===== src/rtl/irq_pend_pkg.sv =====
package irq_pend_pkg;
  parameter int NSRC = 8;

  typedef enum int {
    SRC_ADC   = 0,
    SRC_SPI   = 1,
    SRC_I2C   = 2,
    SRC_U0TX  = 3,
    SRC_U0RX  = 4,
    SRC_TMR0  = 5,
    SRC_TMR1  = 6,
    SRC_TMR2  = 7
  } irq_src_e;

  typedef struct packed {
    logic wr_hit;
    logic orw_hit;
    logic rd_hit;
  } bus_op_t;
endpackage


===== src/rtl/irq_bus_decode.sv =====
module irq_bus_decode
  import irq_pend_pkg::*;
#(
  parameter int AW = 12,
  parameter logic [AW-1:0] BASE = 12'hFC0
) (
  input  logic [AW-1:0] bus_addr,
  input  logic          bus_wr,
  input  logic          bus_orw,
  input  logic          bus_rd,
  output bus_op_t       op
);
  logic hit;

  always_comb begin
    hit        = (bus_addr == BASE);
    op.wr_hit  = hit & bus_wr;
    op.orw_hit = hit & bus_orw & ~bus_wr;
    op.rd_hit  = hit & bus_rd;
  end
endmodule


===== src/rtl/irq_pend_bits.sv =====
module irq_pend_bits
  import irq_pend_pkg::*;
#(
  parameter int N     = 8,
  parameter int IDX_W = 3
) (
  input  logic             clk,
  input  logic             rst,
  input  logic [N-1:0]     hw_req,
  input  bus_op_t          op,
  input  logic [N-1:0]     wdata,
  input  logic             ack_vld,
  input  logic [IDX_W-1:0] ack_idx,
  output logic [N-1:0]     pend
);
  genvar gi;
  generate
    for (gi = 0; gi < N; gi++) begin : g_bit
      logic ack_hit;
      logic sw_set;
      logic base;
      logic nxt;

      always_comb begin
        ack_hit = ack_vld && (ack_idx == IDX_W'(gi));
        sw_set  = (op.wr_hit | op.orw_hit) & wdata[gi];
        base    = op.wr_hit ? wdata[gi] : pend[gi];
        nxt     = (base & ~ack_hit) | hw_req[gi] | sw_set;
      end

      always_ff @(posedge clk) begin
        if (rst) pend[gi] <= 1'b0;
        else     pend[gi] <= nxt;
      end
    end
  endgenerate
endmodule


===== src/rtl/irq_cpu_req.sv =====
module irq_cpu_req #(
  parameter int N = 8
) (
  input  logic         clk,
  input  logic         rst,
  input  logic [N-1:0] pend,
  input  logic         glb_en,
  output logic         cpu_irq
);
  always_ff @(posedge clk) begin
    if (rst) cpu_irq <= 1'b0;
    else     cpu_irq <= glb_en & (|pend);
  end
endmodule


===== src/rtl/irq_pend_reg.sv =====
module irq_pend_reg
  import irq_pend_pkg::*;
#(
  parameter int N     = NSRC,
  parameter int IDX_W = $clog2(N),
  parameter int AW    = 12,
  parameter logic [AW-1:0] BASE = 12'hFC0
) (
  input  logic             clk,
  input  logic             rst,
  input  logic [N-1:0]     hw_req,
  input  logic [AW-1:0]    bus_addr,
  input  logic             bus_wr,
  input  logic             bus_orw,
  input  logic             bus_rd,
  input  logic [N-1:0]     bus_wdata,
  output logic [N-1:0]     bus_rdata,
  input  logic             glb_en,
  input  logic             ack_vld,
  input  logic [IDX_W-1:0] ack_idx,
  output logic             cpu_irq
);
  bus_op_t      op;
  logic [N-1:0] pend;

  irq_bus_decode #(.AW(AW), .BASE(BASE)) u_dec (
    .bus_addr(bus_addr), .bus_wr(bus_wr), .bus_orw(bus_orw),
    .bus_rd(bus_rd), .op(op)
  );

  irq_pend_bits #(.N(N), .IDX_W(IDX_W)) u_bits (
    .clk(clk), .rst(rst), .hw_req(hw_req), .op(op), .wdata(bus_wdata),
    .ack_vld(ack_vld), .ack_idx(ack_idx), .pend(pend)
  );

  irq_cpu_req #(.N(N)) u_req (
    .clk(clk), .rst(rst), .pend(pend), .glb_en(glb_en), .cpu_irq(cpu_irq)
  );

  always_ff @(posedge clk) begin
    if (rst)            bus_rdata <= '0;
    else if (op.rd_hit) bus_rdata <= pend;
    else                bus_rdata <= '0;
  end
endmodule


===== config.mk =====
export PLATFORM = sky130hd
export DESIGN_NAME = irq_pend_reg
export DESIGN_NICKNAME = d
export VERILOG_FILES = /design/src/rtl/irq_pend_pkg.sv /design/src/rtl/irq_bus_decode.sv /design/src/rtl/irq_pend_bits.sv /design/src/rtl/irq_cpu_req.sv /design/src/rtl/irq_pend_reg.sv
export SDC_FILE = /design/constraint.sdc
export NUM_CORES = 1
export LEC_CHECK = 0
export BUFFER_PORTS_ARGS = -buffer_cell sky130_fd_sc_hd__buf_2
export CELL_PAD_IN_SITES_DETAIL_PLACEMENT = 0
export CELL_PAD_IN_SITES_GLOBAL_PLACEMENT = 1
export CORE_UTILIZATION = 34
export CTS_CLUSTER_SIZE = 25
export DETAILED_ROUTE_END_ITERATION = 8
export HOLD_SLACK_MARGIN = 0.1
export PLACE_DENSITY_LB_ADDON = 0.12
export SETUP_SLACK_MARGIN = 0.02
export SKIP_CTS_REPAIR_TIMING = 1
export SYNTH_ARGS = -nofsm -noshare
export SYNTH_HDL_FRONTEND = slang
export SYNTH_SLANG_ARGS = --single-unit

===== constraint.sdc =====
create_clock -name clk -period 2.3 [get_ports clk]
set_input_delay 0.23 -clock clk [delete_from_list [all_inputs] [get_ports clk]]
set_output_delay 0.23 -clock clk [all_outputs]
set_load 0.005 [all_outputs]

==> impl_metrics.csv <==
group,metric,value,unit
route,drc,0,
timing,fin_crit,1.53,ns
setup_path,critical_path_class,"input port to flop",
grt,grt_pass1_wl,3330,um
place,gp_congestion,0.713,
layout,ff_latch_area,340,um2
timing,finalCritPeriodShare,66.5,%
setup_path,worstPathMaxFanout,8,
clocking,cts_tree,"done",
setup_path,endpoint_kind,"flop",
power_and_ir_drop,leakage,0.540,nW
timing,finalSetupViolCount,0,
timing,worst_slew_pin_slew,0.518,ns
synth,yosysUniqueCellTypes,22,
timing,slew_viol_final,0,
power_and_ir_drop,p_clk_share,27.5,%
layout,finalNetCount,176,
synth,avgSynthCellArea,10.3,um2
floorplanning,die_area,0.00291,mm2
route,wl,2090,um
power_and_ir_drop,ir_drop,0.398,mV
layout,area_growth,30.9,%
power_and_ir_drop,p_comb_share,17.0,%
synth,synth_edf_count,0,
route,num_vias,857,
place,place_area,0.00117,mm2
run,drv_cap,0,
route,drt-initial-drc-count,7,
place,port_buffers,46,
layout,fillCellCount,267,
power_and_ir_drop,pwr-share-seq,55.4,%
floorplanning,rows,18,
timing,rsz0062_at_grt,"false",
route,routedWlPerCell,12.5,um
grt,grt_pass1_vias,762,
power_and_ir_drop,p_per_area,479,mW/mm2
clocking,clk_pin_slew_worst_paths,0.10,ns
floorplanning,core,0.00252,mm2
timing,whs,0.175,ns
synth,ys.flop_type,"dfxtp_1",
clocking,ctsRootBufferMaster,"clkbuf_4",
timing,tns,0,ns
place,dp_hpwl,1540,um
layout,utilization,47.7,%
synth,async_reset_ff_share,0,%
grt,grt_max_degree,27,
timing,fmax,654,MHz
grt,grt_use_total,16.2,%
synth,yosys.area.top_type,"dfxtp_1",
synth,synth_top_cell_area_share,37.1,%
timing,worst_slack,0.770,ns
clocking,clock_latency,0.29,ns
power_and_ir_drop,internal-power,430,uW
clocking,numCtsBuffers,3,
synth,synth_common_cells,"dfxtp_1, a21oi_1",
timing,fin_skew,0.00675,ns
floorplanning,chipHeight,54.0,um
route,ant_nets,0,
synth,synthesis.area,918,um2
outcome,status,"finished, final reports clean",
synth,syn-num-nets,127,
synth,ys_seq_area_share,37.1,%
setup_path,crit_arrival,1.76,ns
grt,grt-ovfl-total,0,
layout,fin_area,0.00120,mm2
clocking,htree_levels,1,
grt,antenna_found_initial,0,
floorplanning,start_util,36.4,%
route,drt_first_pass_iters,4,
power_and_ir_drop,p_sw,146,uW
timing,max-slew-margin-rel,65.2,%
place,place_ws,0.422,ns
worst_hold_path,hold_class,"input port to flop",
setup_path,worstPathRequired,2.53,ns
power_and_ir_drop,switching_share,25.4,%
layout,n_antenna_cell,0,
floorplanning,die_width,54.0,um
synth,synthTopCellsByArea,"dfxtp_1, o211ai_2, or4b_2",
synth,synth-seq-cells,17,
synth,ys_warn_count,0,
floorplanning,ios,47,
clocking,cts.sinks,17,
layout,multi_input_area,556,um2
layout,drive_above_1_share,51.8,%
timing,hold_viol,0,
synth,synthMostInstantiatedCell,"dfxtp_1",
clocking,cts_buffer_depth,2,
route,vias_per_cell,5.13,
synth,synthCells,89,
setup_path,crit_path_start_kind,"input port",
cell usage in the layout, fill, tap and decap left out, types with 3 or more instances in the layout:
cell and instances:
o211ai_2 8, a21oi_1 9, nor4bb_1 3, or4b_2 8, nor3b_1 8, nand2_1 8, dfxtp_1 17, and2_1 8
and4b_1 3, buf_2 46, clkbuf_4 3
layout make-up:
cell class                      count  area share [%]
Clock buffer                        3            1.87
Clock inverter                      1           0.416
Inverter                            1           0.312
Multi-Input combinational cell     68            46.2
Sequential cell                    17            28.3
Tap cell                           30            3.12
Timing Repair Buffer               47            19.8
layer usage:
layer | track usage (%) | share of wire [%] | up-vias | wire length [um]
met4 | 3.85 | 0.77 | 0 | 16
met5 | 0 | 0 | - | 0
li1 | - | - | 447 | -
met3 | 6.21 | 5.8 | 2 | 122
met2 | 26.7 | 48 | 26 | 1000
met1 | 19.7 | 45 | 382 | 949
critical path, cell delays in order:
cell and delay (ns):
buf_2 0.09, or4_4 0.57, nor4_4 0.55, a21oi_1 0.17, o211ai_2 0.15
metrics by stage:
| stage | power [mW] | instances |
|---|---|---|
| after CTS | 0.584 | 167 |
| after detailed placement | 0.424 | 163 |
| after global routing | 0.614 | 167 |
| final | 0.576 | 167 |
| after global placement | 0.422 | 163 |
| after floorplan | 0.376 | 89 |
flip-flops by register name, summed over array words and instances, names as in the netlist:
register / flops
bus_rdata: 8
u_bits.pend: 8
u_req.cpu_irq: 1
final timing paths:
path                                           startpoint                         to  slack [ns]  cells past startpoint
worst min-delay path                               glb_en   u_req.cpu_irq$_SDFF_PP0_        0.18                      3
worst max register to register  u_bits.pend[7]$_SDFF_PP0_  u_bits.pend[7]$_SDFF_PP0_        1.15                      2
worst min register to register  u_bits.pend[5]$_SDFF_PP0_    bus_rdata[5]$_SDFF_PP0_        0.50                      1
worst max-delay path                          bus_addr[1]  u_bits.pend[1]$_SDFF_PP0_        0.77                      5
power by group through the flow:
stage	Combinational (mW)	Sequential, mW	Clock [mW]
2_1_floorplan	0.0546	0.321	0
3_3_place_gp	0.0957	0.326	0
3_5_place_dp	0.0982	0.326	0
4_1_cts	0.0985	0.320	0.166
5_1_grt	0.109	0.321	0.183
6_report	0.0982	0.319	0.159
cells by family (layout without fill, tap and decap cells):
family | count (synthesis) | after routing | synth area share, %
buffers and inverters | 4 | 52 | 2.45
DFF | 17 | 17 | 37.1
and+or+nand+nor | 51 | 51 | 44.7
AOI/OAI and AO/OA | 17 | 17 | 15.8
Power figures use the tool's default switching activity.
